$ cat src/rtl/uart_flow_pkg.sv
package uart_flow_pkg;

  localparam int CHAR_W = 8;

  typedef enum logic [2:0] {
    TX_IDLE, TX_START, TX_DATA, TX_PAR, TX_STOP
  } tx_state_e;

  typedef enum logic [2:0] {
    RX_IDLE, RX_START, RX_DATA, RX_PAR, RX_STOP, RX_HOLD
  } rx_state_e;

  typedef struct packed {
    logic [CHAR_W-1:0] data;
    logic              perr;
    logic              ferr;
  } rx_char_t;

endpackage

$ cat src/rtl/uart_tx_ser.sv
module uart_tx_ser
  import uart_flow_pkg::*;
(
  input  logic              clk,
  input  logic              rst_n,
  input  logic              tick,
  input  logic              cts_n,
  input  logic [1:0]        len_code,
  input  logic              par_en,
  input  logic              par_odd,
  input  logic              src_valid,
  input  logic [CHAR_W-1:0] src_data,
  output logic              src_ready,
  output logic              txd,
  output logic              busy
);
  localparam int IDX_W = $clog2(CHAR_W);

  tx_state_e         st;
  logic [IDX_W-1:0]  idx, last_q, last_in;
  logic [CHAR_W-1:0] sh, mask, masked;
  logic              pbit, par_q, take;

  assign last_in   = IDX_W'(len_code) + IDX_W'(CHAR_W - 4);
  assign src_ready = (st == TX_IDLE) && tick && !cts_n;
  assign take      = src_ready && src_valid;
  assign busy      = (st != TX_IDLE);
  assign masked    = src_data & mask;

  always_comb begin
    for (int i = 0; i < CHAR_W; i++) mask[i] = (i <= int'(last_in));
  end

  always_ff @(posedge clk) begin
    if (!rst_n) begin
      st     <= TX_IDLE;
      sh     <= '0;
      idx    <= '0;
      last_q <= '0;
      pbit   <= 1'b0;
      par_q  <= 1'b0;
    end else begin
      case (st)
        TX_IDLE: if (take) begin
          sh     <= masked;
          pbit   <= (^masked) ^ par_odd;
          par_q  <= par_en;
          last_q <= last_in;
          idx    <= '0;
          st     <= TX_START;
        end
        TX_START: if (tick) st <= TX_DATA;
        TX_DATA: if (tick) begin
          sh <= sh >> 1;
          if (idx == last_q) st <= par_q ? TX_PAR : TX_STOP;
          else idx <= idx + 1'b1;
        end
        TX_PAR:  if (tick) st <= TX_STOP;
        TX_STOP: if (tick) st <= TX_IDLE;
        default: st <= TX_IDLE;
      endcase
    end
  end

  always_comb begin
    case (st)
      TX_START: txd = 1'b0;
      TX_DATA:  txd = sh[0];
      TX_PAR:   txd = pbit;
      default:  txd = 1'b1;
    endcase
  end
endmodule

$ cat src/rtl/uart_rx_deser.sv
module uart_rx_deser
  import uart_flow_pkg::*;
#(
  parameter int OVS = 16
) (
  input  logic       clk,
  input  logic       rst_n,
  input  logic       tick,
  input  logic       rxd,
  input  logic [1:0] len_code,
  input  logic       par_en,
  input  logic       par_odd,
  output logic       char_valid,
  output rx_char_t   char_out
);
  localparam int IDX_W = $clog2(CHAR_W);
  localparam int CNT_W = $clog2(OVS);
  localparam logic [CNT_W-1:0] MID  = CNT_W'(OVS / 2 - 1);
  localparam logic [CNT_W-1:0] LAST = CNT_W'(OVS - 1);

  rx_state_e         st;
  logic [1:0]        sync;
  logic              rx_s, pr, par_q, odd_q, bit_end;
  logic [CNT_W-1:0]  cnt;
  logic [IDX_W-1:0]  idx, last_q;
  logic [CHAR_W-1:0] sh, aligned;

  assign rx_s    = sync[1];
  assign bit_end = tick && (cnt == LAST);
  assign aligned = sh >> (IDX_W'(CHAR_W - 1) - last_q);

  always_ff @(posedge clk) begin
    if (!rst_n) sync <= 2'b11;
    else        sync <= {sync[0], rxd};
  end

  always_ff @(posedge clk) begin
    if (!rst_n) begin
      st         <= RX_IDLE;
      cnt        <= '0;
      idx        <= '0;
      last_q     <= '0;
      sh         <= '0;
      pr         <= 1'b0;
      par_q      <= 1'b0;
      odd_q      <= 1'b0;
      char_valid <= 1'b0;
      char_out   <= '0;
    end else begin
      char_valid <= 1'b0;
      if (tick && st != RX_IDLE && st != RX_HOLD) cnt <= cnt + 1'b1;
      case (st)
        RX_IDLE: if (tick && !rx_s) begin
          st     <= RX_START;
          cnt    <= '0;
          last_q <= IDX_W'(len_code) + IDX_W'(CHAR_W - 4);
          par_q  <= par_en;
          odd_q  <= par_odd;
        end
        RX_START: if (tick && cnt == MID) begin
          cnt <= '0;
          idx <= '0;
          st  <= rx_s ? RX_IDLE : RX_DATA;
        end
        RX_DATA: if (bit_end) begin
          cnt <= '0;
          sh  <= {rx_s, sh[CHAR_W-1:1]};
          if (idx == last_q) st <= par_q ? RX_PAR : RX_STOP;
          else idx <= idx + 1'b1;
        end
        RX_PAR: if (bit_end) begin
          cnt <= '0;
          pr  <= rx_s;
          st  <= RX_STOP;
        end
        RX_STOP: if (bit_end) begin
          cnt           <= '0;
          char_valid    <= 1'b1;
          char_out.data <= aligned;
          char_out.perr <= par_q && (pr != ((^aligned) ^ odd_q));
          char_out.ferr <= !rx_s;
          st            <= rx_s ? RX_IDLE : RX_HOLD;
        end
        RX_HOLD: if (rx_s) st <= RX_IDLE;
        default: st <= RX_IDLE;
      endcase
    end
  end
endmodule

$ cat src/rtl/uart_rx_queue.sv
module uart_rx_queue
  import uart_flow_pkg::*;
#(
  parameter int DEPTH = 4
) (
  input  logic                       clk,
  input  logic                       rst_n,
  input  logic                       wr_valid,
  input  rx_char_t                   wr_char,
  input  logic                       rd_pop,
  output rx_char_t                   head,
  output logic                       not_empty,
  output logic [$clog2(DEPTH+1)-1:0] count,
  output logic                       ovr
);
  localparam int PTR_W = $clog2(DEPTH);
  localparam int CNT_W = $clog2(DEPTH + 1);

  rx_char_t         mem [DEPTH];
  logic [PTR_W-1:0] wptr, rptr;
  logic             full, do_wr, do_rd;

  assign full      = (count == CNT_W'(DEPTH));
  assign not_empty = (count != '0);
  assign do_wr     = wr_valid && !full;
  assign do_rd     = rd_pop && not_empty;
  assign head      = mem[rptr];

  function automatic logic [PTR_W-1:0] bump(input logic [PTR_W-1:0] p);
    return (p == PTR_W'(DEPTH - 1)) ? '0 : p + 1'b1;
  endfunction

  for (genvar g = 0; g < DEPTH; g++) begin : g_slot
    always_ff @(posedge clk) begin
      if (!rst_n)                                mem[g] <= '0;
      else if (do_wr && wptr == PTR_W'(g))       mem[g] <= wr_char;
    end
  end

  always_ff @(posedge clk) begin
    if (!rst_n) begin
      wptr  <= '0;
      rptr  <= '0;
      count <= '0;
      ovr   <= 1'b0;
    end else begin
      if (do_wr) wptr <= bump(wptr);
      if (do_rd) rptr <= bump(rptr);
      case ({do_wr, do_rd})
        2'b10:   count <= count + 1'b1;
        2'b01:   count <= count - 1'b1;
        default: count <= count;
      endcase
      if (wr_valid && full) ovr <= 1'b1;
    end
  end
endmodule

$ cat src/rtl/uart_flow_chan.sv
module uart_flow_chan
  import uart_flow_pkg::*;
#(
  parameter int QDEPTH = 4,
  parameter int OVS    = 16
) (
  input  logic              clk,
  input  logic              rst_n,
  input  logic              tx_tick,
  input  logic              rx_tick,
  input  logic [1:0]        cfg_len,
  input  logic              cfg_par_en,
  input  logic              cfg_par_odd,
  input  logic              cfg_echo,
  input  logic              in_valid,
  output logic              in_ready,
  input  logic [CHAR_W-1:0] in_data,
  output logic              out_valid,
  input  logic              out_ready,
  output logic [CHAR_W-1:0] out_data,
  output logic              out_perr,
  output logic              out_ferr,
  output logic              overrun,
  output logic              txd,
  input  logic              rxd,
  output logic              rts_n,
  input  logic              cts_n
);
  localparam int QCNT_W = $clog2(QDEPTH + 1);

  rx_char_t            rx_char, q_head;
  logic                rx_valid, q_avail, q_pop;
  logic [QCNT_W-1:0]   q_count;
  logic                tx_busy, tx_ready, tx_src_valid, tx_take;
  logic [CHAR_W-1:0]   tx_src_data;

  assign tx_src_valid = cfg_echo ? q_avail : in_valid;
  assign tx_src_data  = cfg_echo ? q_head.data : in_data;
  assign tx_take      = tx_ready && tx_src_valid;
  assign in_ready     = tx_ready && !cfg_echo;

  assign out_valid = q_avail && !cfg_echo;
  assign out_data  = q_head.data;
  assign out_perr  = q_head.perr;
  assign out_ferr  = q_head.ferr;
  assign q_pop     = cfg_echo ? tx_take : (out_valid && out_ready);
  assign rts_n     = (q_count == QCNT_W'(QDEPTH));

  uart_tx_ser i_tx (
    .clk       (clk),
    .rst_n     (rst_n),
    .tick      (tx_tick),
    .cts_n     (cts_n),
    .len_code  (cfg_len),
    .par_en    (cfg_par_en),
    .par_odd   (cfg_par_odd),
    .src_valid (tx_src_valid),
    .src_data  (tx_src_data),
    .src_ready (tx_ready),
    .txd       (txd),
    .busy      (tx_busy)
  );

  uart_rx_deser #(.OVS(OVS)) i_rx (
    .clk        (clk),
    .rst_n      (rst_n),
    .tick       (rx_tick),
    .rxd        (rxd),
    .len_code   (cfg_len),
    .par_en     (cfg_par_en),
    .par_odd    (cfg_par_odd),
    .char_valid (rx_valid),
    .char_out   (rx_char)
  );

  uart_rx_queue #(.DEPTH(QDEPTH)) i_q (
    .clk       (clk),
    .rst_n     (rst_n),
    .wr_valid  (rx_valid),
    .wr_char   (rx_char),
    .rd_pop    (q_pop),
    .head      (q_head),
    .not_empty (q_avail),
    .count     (q_count),
    .ovr       (overrun)
  );
endmodule

$ cat config.mk
export PLATFORM = sky130hd
export DESIGN_NAME = uart_flow_chan
export DESIGN_NICKNAME = d
export VERILOG_FILES = /design/src/rtl/uart_flow_pkg.sv /design/src/rtl/uart_tx_ser.sv /design/src/rtl/uart_rx_deser.sv /design/src/rtl/uart_rx_queue.sv /design/src/rtl/uart_flow_chan.sv
export SDC_FILE = /design/constraint.sdc
export NUM_CORES = 1
export LEC_CHECK = 0
export ABC_AREA = 1
export BUFFER_PORTS_ARGS = -buffer_cell sky130_fd_sc_hd__buf_2
export CAP_MARGIN = 20
export CORE_ASPECT_RATIO = 0.7
export CORE_MARGIN = 2
export CORE_UTILIZATION = 50
export DETAILED_ROUTE_END_ITERATION = 12
export PLACE_DENSITY = 0.73
export SYNTH_ARGS = -nofsm -noshare
export SYNTH_HDL_FRONTEND = slang
export SYNTH_SLANG_ARGS = --single-unit
$ cat constraint.sdc
create_clock -name clk -period 6 [get_ports clk]
set_input_delay 1.8 -clock clk [delete_from_list [all_inputs] [get_ports clk]]
set_output_delay 1.8 -clock clk [all_outputs]
set_load 0.02 [all_outputs]
# Yosys cells after proc, flatten, opt, wreduce, memory -nomap -nowiden
# Memory sizes are Yosys's and may differ from the RTL's. A register that Yosys moved wholly into a read port is not among the register bits.
# Cells that the tools add are included.
# op_classes
addsub	9
n_mul	0
n_div	0
n_lt_le_gt_ge	7
eq_ne	37
n_shift	1
mux	62
n_bitwise	7
reduce_logical	45
# op_table
op	n
$mux 3	22
$mux 10	4
$mux 8	3
$logic_and 1x1->1	19
$pmux 3 s2	3
$pmux 3 s6	1
$mux 1	16
$mux 4	4
$ne 2x1->1 const B	8
$pmux 8 s2	1
$reduce_xor 8->1	2
$pmux 3 s5	1
$ne 2x2->1 const B	7
$eq 3x2->1 const B	4
$eq 3x3->1 const B	4
$le 3x3->1 const A	4
$pmux 4 s3	1
$reduce_and 2->1	6
$mux 2	5
$add 3x1->3 const B	3
$and 8x8->8	1
$eq 2x2->1 const B	4
$reduce_and 4->1	2
$shr 8x3->8	1
26 further kinds	42
# totals
ff_bits	64
latchBits	0
ram_bits	40
rom_bits	0
inputBits	21
out_inout_bits	15
elab_cells	192
mem_count	1
# mem_list
name	words	word_bits	rd	rd_clocked_by_memory_dff	wr	line_no	text
i_q.mem	4	10	1	1	4	uart_rx_queue.sv:19	rx_char_t mem [DEPTH];

# Longest topological paths before layout
# Gate-level depths: netlist of run 1.
# logic_depth
ltp_word	8
ltp_mapped	18

# Cells and area by module
# A second synthesis of run 1 with hierarchy kept.
# unflattened
hier_cells	780
area_unflattened_um2	5838.1
# by_module_without_submodules
module	instances	cells_per_inst	area_per_inst_um2
uart_rx_queue	1	226	2301.0
uart_rx_deser	1	311	2099.5
uart_tx_ser	1	206	1285.0
uart_flow_chan	1	37	152.6

# Worst setup path after synthesis of run 1
# No wires, ideal clock.
# synth_timing
path_type	input to output
startpoint	input port cfg_echo
endpoint	output port in_ready
arrival_time_ns	2.847
required_time_ns	4.200
path_slack_ns	1.353
path_stages	3
path_buffers	2
cell_sequence	buf_2 -> buf_4 -> nor4_1
# synth_between
elab_chain_len	2
# synth_rtl
element	line_no	text
start, declared	uart_flow_chan.sv:14	input logic cfg_echo,
$logic_not 1->1	uart_flow_chan.sv:40	assign in_ready = tx_ready && !cfg_echo;
$logic_and 1x1->1	uart_flow_chan.sv:40	
end, declared	uart_flow_chan.sv:16	output logic in_ready,
# No other way between the ends.

# Worst setup path after layout of run 1
# Ends and elaborated chain as after synthesis.

==> results.md, run 1 <==
* Outcome: complete, no violations
* Fraction of final layout cells with drive strength greater than 1 at 0.117
* Max H-tree Level at 3
* Endpoint required time on the critical path at 4.20 ns
* Clock tree from TritonCTS: built
* Maximum count of clock buffers along a single path at 2
* Post-DP HPWL at 9.23 mm
* Endpoints failing hold at 0
* Class of the tightest hold or removal check: flop to flop
* Maximum clock skew at final layout at 0.00779 ns
* Inserted Clock Buffers at 9
* Hold_ws at 0.426 ns
* Slowest stage cell, crit path: sky130_fd_sc_hd__nor4_1
* Area enclosed by the die boundary at 0.0118 sq mm
* Buffer type at the clock tree root: sky130_fd_sc_hd__clkbuf_16
* Core Footprint at 0.0105 sq mm
* Kind of end point of the critical path: output port
* Quantity of hold-fixing buffers added after cts at 0
* Area of the mapped netlist at 0.00549 sq mm
* Post-synthesis cell count at 726
* Clock latency of the later-clocked register in the worst-skew pair at 0.36 ns
* 1st-iter DRT viols at 436
* Post-Route WL at 12.9 mm
* Post-synth EDFFs at 40
* Fraction of post-synthesis cell area in the top cell type by area at 0.241
* Slew @ Worst Pin at 0.854 ns
* CP Launch Type: input port
* LEAKAGE at 2.54 nW
* Post-synthesis net count at 757
* Final count of pins violating max slew at 0
* CP max FO at 21
* Endpoint arrival time on the critical path at 2.52 ns
* Yosys warns at 0
* Total Neg Setup Slack at 0 ns
* Max rail drop VDD at 0.208 mV
* Cell variety after synth at 44
* Io pins at 36
* Highest achievable clock rate at 232 MHz
* Cells resized by post-CTS repair at 0
* Floorplan die width at 129 microns
* Period utilization at 0.720
* Tot GR Track Use at 0.232
* Mean instance size in the synthesized netlist at 7.56 sq um
* CP cell instances: buf_2, nor4_1, buf_2
* Most used flip-flop cell after synthesis: sky130_fd_sc_hd__dfxtp_1
* Placed cells at 886
* Number of standard cells in the final layout excluding fillers at 902
* Antenna Nets Post-Route at 0
* Number of remaining DRC errors at 0
* Average via count per standard cell at 5.36
* Die outline height at 91.6 microns
* Via count of the first global-routing pass at 4509
* Antenna fix cells at 0
* Delay contributed by the slowest stage of the critical path at 0.30 ns
* Cell accounting for the most synthesized area: sky130_fd_sc_hd__dfxtp_1
* Global-route wire length before repair at 21.7 mm
* Via count of the routed design at 4837
* Antenna violations before repair at 0
* Family with the most delay on the worst path: buffers and inverters
* Number of buffers inserted by port buffering at 35
* Overflow after GRT at 0
* Number of optimization iterations in the first detailed-route pass at 7
* Period minus WS final at 4.32 ns
* Gp weighted congestion at 0.899
* Synthesis-stage register bit count at 106
* Clock edge transition at the registers on the reported setup and hold paths at 0.07 ns
* Largest net degree at the start of global routing at 51
* Layout Nets at 780
* Sinks on the clock net at 106
* Final setup margin at 1.68 ns
* Worst setup path category: input port to output port
* PwrDens at 329 mW/mm^2
* Crit path top cell by count: sky130_fd_sc_hd__buf_2
* Relative max-transition margin at 0.430
* Postcts setup bufs at 0
* Max-capacitance violation count at 0
* Synth-to-layout area growth at 9.53%
* Number of placement rows at 31
* Endpoints failing setup at 0
* Worst setup timing slack at the placement stage at 1.69 ns
* Top post-synthesis cells by area: sky130_fd_sc_hd__dfxtp_1, sky130_fd_sc_hd__edfxtp_1, sky130_fd_sc_hd__nand2_1, sky130_fd_sc_hd__nor2_1, sky130_fd_sc_hd__inv_1
* Initial Util at 0.522
* Seq/Total Area, Yosys at 0.460
* Detailed-route wire length per cell at 14.3 microns
* Unrepaired setup endpoints after global routing: no
* Combined buffer and inverter count along the critical path at 2
* Async set or reset register ratio after synthesis at 0
==> metal layers <==
metal / track usage / routed length (microns) / vias to the layer above
li1: - / - / 2419
met1: 0.340 / 6220 / 2252
met2: 0.352 / 5640 / 151
met3: 0.0496 / 910 / 15
met4: 0.0562 / 139 / 0
met5: 0 / 0 / -
==> worst reg2reg max path, stage by stage (launching register included) <==
cell and delay (ns):
sky130_fd_sc_hd__dfxtp_1 0.88, sky130_fd_sc_hd__inv_2 0.37, sky130_fd_sc_hd__nand2_1 0.14, sky130_fd_sc_hd__nand3_1 0.08, sky130_fd_sc_hd__nand2_1 0.17, sky130_fd_sc_hd__nand2_1 0.07
sky130_fd_sc_hd__o21ai_0 0.18, sky130_fd_sc_hd__nand3_1 0.16, sky130_fd_sc_hd__nand2_1 0.10, sky130_fd_sc_hd__nand2_1 0.05, sky130_fd_sc_hd__nand2_1 0.08, sky130_fd_sc_hd__inv_1 0.05
sky130_fd_sc_hd__nand2_1 0.05, sky130_fd_sc_hd__nand2_1 0.05, sky130_fd_sc_hd__a21oi_1 0.11
==> through the flow <==
step | utilization | instance area [sq um] | power [mW]
floorplan | - | 5490 | 1.27
finish | 0.572 | 6010 | 1.97
global route | 0.572 | 6010 | 2.08
detailed placement | 0.543 | 5700 | 1.37
CTS | 0.572 | 6010 | 1.97
global placement | 0.543 | 5700 | 1.36
==> cells in the mapped netlist (all sizes together), types with 7 or more instances <==
master    n
nand3    62
a21oi    45
nor3     10
nand2   170
o22ai     7
o21ai    62
nor2     98
dfxtp    66
edfxtp   40
buf      17
inv      93
ha        9
==> state kept, by name, indices dropped and copies added (netlist names), 3 cells and up, named ones only <==
name and flops:
i_q.mem 40, i_rx.char_out 10, i_rx.sh 8, i_tx.sh 8
i_rx.cnt 4, i_q.count 3, i_rx.idx 3, i_rx.last_q 3
i_rx.st 3, i_tx.idx 3, i_tx.last_q 3, i_tx.st 3
==> placed cells by master (no fill, tap or decap), drive strengths merged, types with 2 or more instances in the layout <==
cell type  count
a211oi         2
a21oi         45
a31oi          5
buf           35
clkbuf         9
clkinv         6
clkinvlp       2
dfxtp         66
edfxtp        40
ha             9
inv           93
nand2        170
nand3         62
nand4          4
nor2          98
nor3          10
o211a          2
o211ai         3
o21ai         62
o22ai          7
or2            4
xnor2          5
xor2           6
==> worst paths after layout <==
check	from	endpoint	slack (ns)	cells after the start
max	cfg_echo	in_ready	1.68	3
min	i_rx.sync[0]	i_rx.sync[1]	0.43	1
max reg2reg	flop	i_tx.pbit	3.42	14
min reg2reg	i_rx.sync[0]	i_rx.sync[1]	0.43	1
==> cell families after synthesis <==
logic type / share of synthesized area
AO/OA/AOI/OAI: 0.134
XOR/XNOR: 0.0176
adder cells (fa/ha/maj): 0.0242
buffers and inverters: 0.0912
flip-flops: 0.460
multiplexers: 0.00182
AND/OR/NAND/NOR: 0.271
==> area by class of cell <==
| cell class | instances | area (sq um) |
|---|---|---|
| inverter | 95 | 358 |
| multi-input combinational | 502 | 2460 |
| fill | 1002 | 4500 |
| timing repair buffer | 35 | 175 |
| clock inverter | 7 | 80.1 |
| sequential | 106 | 2520 |
| tap | 148 | 185 |
| clock buffer | 9 | 225 |
==> power breakdown <==
part,total [mW],internal [mW],switching [mW]
sequential,0.866,0.813,0.0534
combinational,0.502,0.159,0.342
clock,0.606,0.327,0.280
total,1.97,1.30,0.675
Note: power is estimated with default switching activity, not from simulation.
==> inputs of run 2 (changes only) <==
==> constraint.sdc (replaced) <==
create_clock -name clk -period 4.2 [get_ports clk]
set_input_delay 1.26 -clock clk [delete_from_list [all_inputs] [get_ports clk]]
set_output_delay 1.26 -clock clk [all_outputs]
set_load 0.02 [all_outputs]
==> results.md, run 2 (same netlist as run 1, synthesis figures left out) <==
* Number of buffers inserted by port buffering at 35
* Via count of the first global-routing pass at 4455
* Global-route wire length before repair at 21.6 mm
* Final setup margin at 0.975 ns
* Highest achievable clock rate at 310 MHz
* Slew @ Worst Pin at 0.698 ns
* Floorplan die width at 129 microns
* Endpoint arrival time on the critical path at 1.96 ns
* Clock latency of the later-clocked register in the worst-skew pair at 0.36 ns
* Max-capacitance violation count at 0
* Maximum count of clock buffers along a single path at 2
* Largest registers: i_q.mem (40), i_rx.char_out (10)
* Power Total at 2.73 mW
* Buffer type at the clock tree root: sky130_fd_sc_hd__clkbuf_16
* Maximum clock skew at final layout at 0.00563 ns
* CP Launch Type: input port
* Area of all placed cells without fillers at 0.00600 sq mm
* Inserted Clock Buffers at 9
* Postcts setup bufs at 0
* 1st-iter DRT viols at 444
* CP max FO at 21
* Antenna fix cells at 0
* Highest routed metal layer: met4
* Initial Util at 0.522
* Top reg by flops: i_q.mem
* Endpoints failing setup at 0
* Gp weighted congestion at 0.922
* Antenna violations before repair at 0
* Outcome: complete, no violations
* Relative max-transition margin at 0.528
* Overflow after GRT at 0
* Number of optimization iterations in the first detailed-route pass at 5
* Post-DP HPWL at 9.23 mm
* Synth-to-layout area growth at 9.37%
* Fraction of final layout cells with drive strength greater than 1 at 0.119
* Tot GR Track Use at 0.232
* Io pins at 36
* Number of placement rows at 31
* Detailed-route wire length per cell at 14.2 microns
* Core Footprint at 0.0105 sq mm
* Instance area at placement at 0.00573 sq mm
* Period utilization at 0.768
* Leading cell type in the layout, fill and taps excluded: sky130_fd_sc_hd__nand2_1
* Worst setup path category: input port to output port
* Max rail drop VDD at 0.342 mV
* Post-Route WL at 12.9 mm
* Largest net degree at the start of global routing at 40
* Clock edge transition at the registers on the reported setup and hold paths at 0.07 ns
* Period minus WS final at 3.22 ns
* Most frequent cells in the layout: sky130_fd_sc_hd__nand2_1, sky130_fd_sc_hd__nor2_1, sky130_fd_sc_hd__inv_1, sky130_fd_sc_hd__dfxtp_1, sky130_fd_sc_hd__nand3_1
* Unrepaired setup endpoints after global routing: no
* Clock tree from TritonCTS: built
* Total Neg Setup Slack at 0 ns
* Layout Nets at 784
* Detailed-routing wirelength on met1 at 6.27 mm
* Class of the tightest hold or removal check: flop to flop
* Max H-tree Level at 3
* Fill cells at 978
* Antenna Nets Post-Route at 0
* Area enclosed by the die boundary at 0.0118 sq mm
* Endpoint required time on the critical path at 2.94 ns
* Max reg flops at 40
* LEAKAGE at 2.54 nW
* Via count of the routed design at 4817
* Quantity of hold-fixing buffers added after cts at 0
* Met3 routed wirelength at 859 microns
* Worst setup timing slack at the placement stage at 0.944 ns
* Number of remaining DRC errors at 0
* Sinks on the clock net at 106
* Kind of end point of the critical path: output port
* End-of-flow core utilization at 0.571
* Cells resized by post-CTS repair at 0
* Final count of pins violating max slew at 0
* Average via count per standard cell at 5.32
* PwrDens at 455 mW/mm^2
* Metal2 WL at 5.64 mm
* Die outline height at 91.6 microns
* Endpoints failing hold at 0
run 2: cell type report:
| class | count | area (sq um) | area share |
|---|---|---|---|
| flip-flops and latches | 106 | 2520 | 0.420 |
| multi-input cells | 502 | 2460 | 0.410 |
| inverters | 95 | 358 | 0.0596 |
| clock buffers | 11 | 234 | 0.0390 |
| repair buffers | 39 | 205 | 0.0342 |
| well taps | 148 | 185 | 0.0309 |
| clock inverters | 5 | 32.5 | 0.00542 |
run 2: final timing paths:
kind | startpoint | endpoint | slack, ns | cells past startpoint
worst max-delay path | cfg_echo | in_ready | 0.98 | 3
worst min-delay path | i_rx.sync[0] | i_rx.sync[1] | 0.42 | 1
worst max register to register | i_tx.st[1] | i_q.count[2] | 1.83 | 12
worst min register to register | i_rx.sync[0] | i_rx.sync[1] | 0.42 | 1
run 2: through the flow:
stage | std cells | hold slack (ns)
3_5_place_dp | 890 | 0.409
2_1_floorplan | 726 | 0.393
3_3_place_gp | 890 | 0.402
5_1_grt | 906 | 0.449
4_1_cts | 906 | 0.421
6_report | 906 | 0.418
run 2: metal layers:
layer	vias to the layer above	track usage
met5	-	0
met4	0	0.0571
met3	13	0.0589
met2	144	0.351
met1	2240	0.331
li1	2420	-
run 2: where the power goes:
part	leakage (nW)	total, mW	internal, mW	switching [mW]
clock network	0.126	0.775	0.403	0.372
registers	0.935	1.24	1.16	0.0736
logic	1.48	0.721	0.229	0.492
total	2.54	2.73	1.79	0.937
run 2: critical path, stage by stage:
cell and delay (ns):
sky130_fd_sc_hd__buf_2 0.22, sky130_fd_sc_hd__nor4_1 0.28, sky130_fd_sc_hd__buf_2 0.20
==> inputs of run 3 (changes only) <==
--- a/config.mk
+++ b/config.mk
@@ -5,7 +5,7 @@
 export SDC_FILE = /design/constraint.sdc
 export NUM_CORES = 1
 export LEC_CHECK = 0
-export ABC_AREA = 1
+export ABC_AREA = 0
 export BUFFER_PORTS_ARGS = -buffer_cell sky130_fd_sc_hd__buf_2
 export CAP_MARGIN = 20
 export CORE_ASPECT_RATIO = 0.7
==> constraint.sdc (replaced) <==
create_clock -name clk -period 3.15 [get_ports clk]
set_input_delay 0.945 -clock clk [delete_from_list [all_inputs] [get_ports clk]]
set_output_delay 0.945 -clock clk [all_outputs]
set_load 0.02 [all_outputs]
==> results.md, run 3 <==
* Yosys warns at 0
* Antenna Nets Post-Route at 0
* Initial Util at 0.522
* Fraction of final layout cells with drive strength greater than 1 at 0.166
* R2r endpoint: i_q.count[2]
* Power Total at 3.19 mW
* Share of total power in sequential cells at 0.479
* Worst setup timing slack at the placement stage at -0.145 ns
* Mean instance size in the synthesized netlist at 10.2 sq um
* Highest achievable clock rate at 340 MHz
* Reg-to-reg slack, setup at 0.42 ns
* Global-route wire length before repair at 17.9 mm
* Via count of the first global-routing pass at 3645
* Number of remaining DRC errors at 0
* CP startpoint: tx_tick
* Cells resized by post-CTS repair at 0
* Most used flip-flop cell after synthesis: sky130_fd_sc_hd__dfxtp_1
* Period minus WS final at 2.94 ns
* Post-synthesis net count at 570
* Antenna violations before repair at 0
* R2R depth at 11
* Post-synthesis cell count at 539
* Average via count per standard cell at 5.39
* Endpoints failing setup at 0
* Final count of pins violating max slew at 0
* Slew @ Worst Pin at 0.736 ns
* Final setup margin at 0.212 ns
* Post-DP HPWL at 7.74 mm
* Fraction of post-synthesis cell area in the top cell type by area at 0.241
* Overflow after GRT at 0
* Top post-synthesis cells by area: sky130_fd_sc_hd__dfxtp_1, sky130_fd_sc_hd__edfxtp_1, sky130_fd_sc_hd__mux2i_1, sky130_fd_sc_hd__and2_1, sky130_fd_sc_hd__mux4_2
* Worst setup path category: input port to flop
* Comb pwr share at 0.141
* Number of placement rows at 31
* Leading cell type in the layout, fill and taps excluded: sky130_fd_sc_hd__dfxtp_1
* Detailed-route wire length per cell at 15.3 microns
* Max H-tree Level at 3
* Clock latency of the later-clocked register in the worst-skew pair at 0.35 ns
* LEAKAGE at 2.24 nW
* Die outline height at 91.6 microns
* Class of the tightest hold or removal check: flop to flop
* Switching part of the total power at 0.250
* Cell variety after synth at 52
* Maximum count of clock buffers along a single path at 2
* Largest registers: i_q.mem (40), i_rx.char_out (10)
* Post-synth EDFFs at 40
* Outcome: complete, no violations
* Power dissipated by switching net loads at 0.795 mW
* Buffer type at the clock tree root: sky130_fd_sc_hd__clkbuf_16
* Cell accounting for the most synthesized area: sky130_fd_sc_hd__dfxtp_1
* Sinks on the clock net at 106
* CP max FO at 2
* Maximum clock skew at final layout at 0.00950 ns
* Largest net degree at the start of global routing at 60
* Period utilization at 0.933
* Endpoint required time on the critical path at 3.43 ns
* Layout Nets at 598
* Seq/Total Area, Yosys at 0.460
* Kind of end point of the critical path: flop
* End point of the critical path: i_q.count[2]
* Antenna fix cells at 0
* Inserted Clock Buffers at 9
* Quantity of hold-fixing buffers added after cts at 0
* Clock edge transition at the registers on the reported setup and hold paths at 0.07 ns
* Synthesis-stage register bit count at 106
* Tot GR Track Use at 0.194
* Max reg flops at 40
* Clock tree from TritonCTS: built
* Hold_ws at 0.412 ns
* Top reg by flops: i_q.mem
* Metal2 WL at 4.93 mm
* Io pins at 36
* Endpoints failing hold at 0
* Highest routed metal layer: met4
* Met3 routed wirelength at 513 microns
* Via count of the routed design at 3878
* Detailed-routing wirelength on met1 at 5.45 mm
* Post-Route WL at 11.0 mm
* Max rail drop VDD at 0.338 mV
* Postcts setup bufs at 0
* PwrDens at 518 mW/mm^2
* Start of the worst register-to-register path: i_tx.st[2]
* Max-capacitance violation count at 0
* Number of optimization iterations in the first detailed-route pass at 4
* Most instantiated library cell after synthesis: sky130_fd_sc_hd__dfxtp_1
* Area of the mapped netlist at 0.00549 sq mm
* CP Launch Type: input port
* Synth-to-layout area growth at 12.2%
* Synth top cells by count: sky130_fd_sc_hd__dfxtp_1, sky130_fd_sc_hd__and2_1, sky130_fd_sc_hd__nor2_1
* Async set or reset register ratio after synthesis at 0
* Area enclosed by the die boundary at 0.0118 sq mm
* Core Footprint at 0.0105 sq mm
* Number of standard cells in the final layout excluding fillers at 720
* Most frequent cells in the layout: sky130_fd_sc_hd__dfxtp_1, sky130_fd_sc_hd__and2_1, sky130_fd_sc_hd__nor2_1, sky130_fd_sc_hd__edfxtp_1, sky130_fd_sc_hd__nand2_1
* Placed cells at 704
* 1st-iter DRT viols at 271
* Internal power of the cells at 2.39 mW
* Clock network fraction of design power at 0.379
* Gp weighted congestion at 0.857
* Number of buffers inserted by port buffering at 35
* Endpoint arrival time on the critical path at 3.21 ns
* Floorplan die width at 129 microns
* Unrepaired setup endpoints after global routing: no
* Relative max-transition margin at 0.505
[run 3: kinds of logic after synthesis]
family	Yosys count	synth area share
xor gates and xnor gates	36	0.0600
DFF	106	0.460
AOI/OAI and AO/OA	78	0.0867
adders and majority gates	10	0.0242
buffers and inverters	44	0.0338
muxes	52	0.127
and+or+nand+nor	213	0.208
[run 3: area by class of cell]
class	count	area (sq um)
Sequential cell	106	2520
Multi-Input combinational cell	389	2790
Tap cell	148	185
Timing Repair Buffer	49	293
Clock inverter	6	92.6
Inverter	12	45.0
Clock buffer	10	229
Fill cell	882	4360
[run 3: worst min path at each step]
stage,startpoint,endpoint,cells after the start
3_5_place_dp,i_rx.sync[0],i_rx.sync[1],1
2_1_floorplan,i_rx.sync[0],i_rx.sync[1],1
5_1_grt,i_rx.sync[0],i_rx.sync[1],1
4_1_cts,i_rx.sync[0],i_rx.sync[1],1
6_report,i_rx.sync[0],i_rx.sync[1],1
3_3_place_gp,i_rx.sync[0],i_rx.sync[1],1
[run 3: critical path, stage by stage]
cell and delay [ns]:
sky130_fd_sc_hd__buf_2 0.09, sky130_fd_sc_hd__or4b_4 0.45, sky130_fd_sc_hd__or2_4 0.26, sky130_fd_sc_hd__nor2_1 0.10, sky130_fd_sc_hd__a21oi_1 0.05, sky130_fd_sc_hd__nor2_2 0.15, sky130_fd_sc_hd__ha_2 0.21, sky130_fd_sc_hd__inv_2 0.04
sky130_fd_sc_hd__fa_2 0.32, sky130_fd_sc_hd__xor2_1 0.15, sky130_fd_sc_hd__or3_1 0.30, sky130_fd_sc_hd__a21boi_1 0.14
[run 3: metrics by stage]
step | util | setup TNS [ns] | area [sq um]
after global placement | 0.555 | -0.0591 | 5830
final | 0.586 | 0 | 6160
after CTS | 0.586 | 0 | 6160
after detailed placement | 0.555 | -0.145 | 5830
after global routing | 0.586 | 0 | 6160
after floorplan | - | -0.00258 | 5500
[run 3: power by group through the flow]
| stage | clock (mW) | sequential (mW) | combinational (mW) |
|---|---|---|---|
| 6_report | 1.21 | 1.53 | 0.451 |
| 4_1_cts | 1.23 | 1.53 | 0.451 |
| 3_3_place_gp | 0 | 1.55 | 0.431 |
| 3_5_place_dp | 0 | 1.56 | 0.449 |
| 5_1_grt | 1.28 | 1.53 | 0.500 |
| 2_1_floorplan | 0 | 1.53 | 0.351 |
[run 3: routing by layer]
metal / vias to the layer above / GRT usage
met1: 1878 / 0.276
met4: 0 / 0.0616
met2: 71 / 0.294
met5: - / 0
li1: 1920 / -
met3: 9 / 0.0455
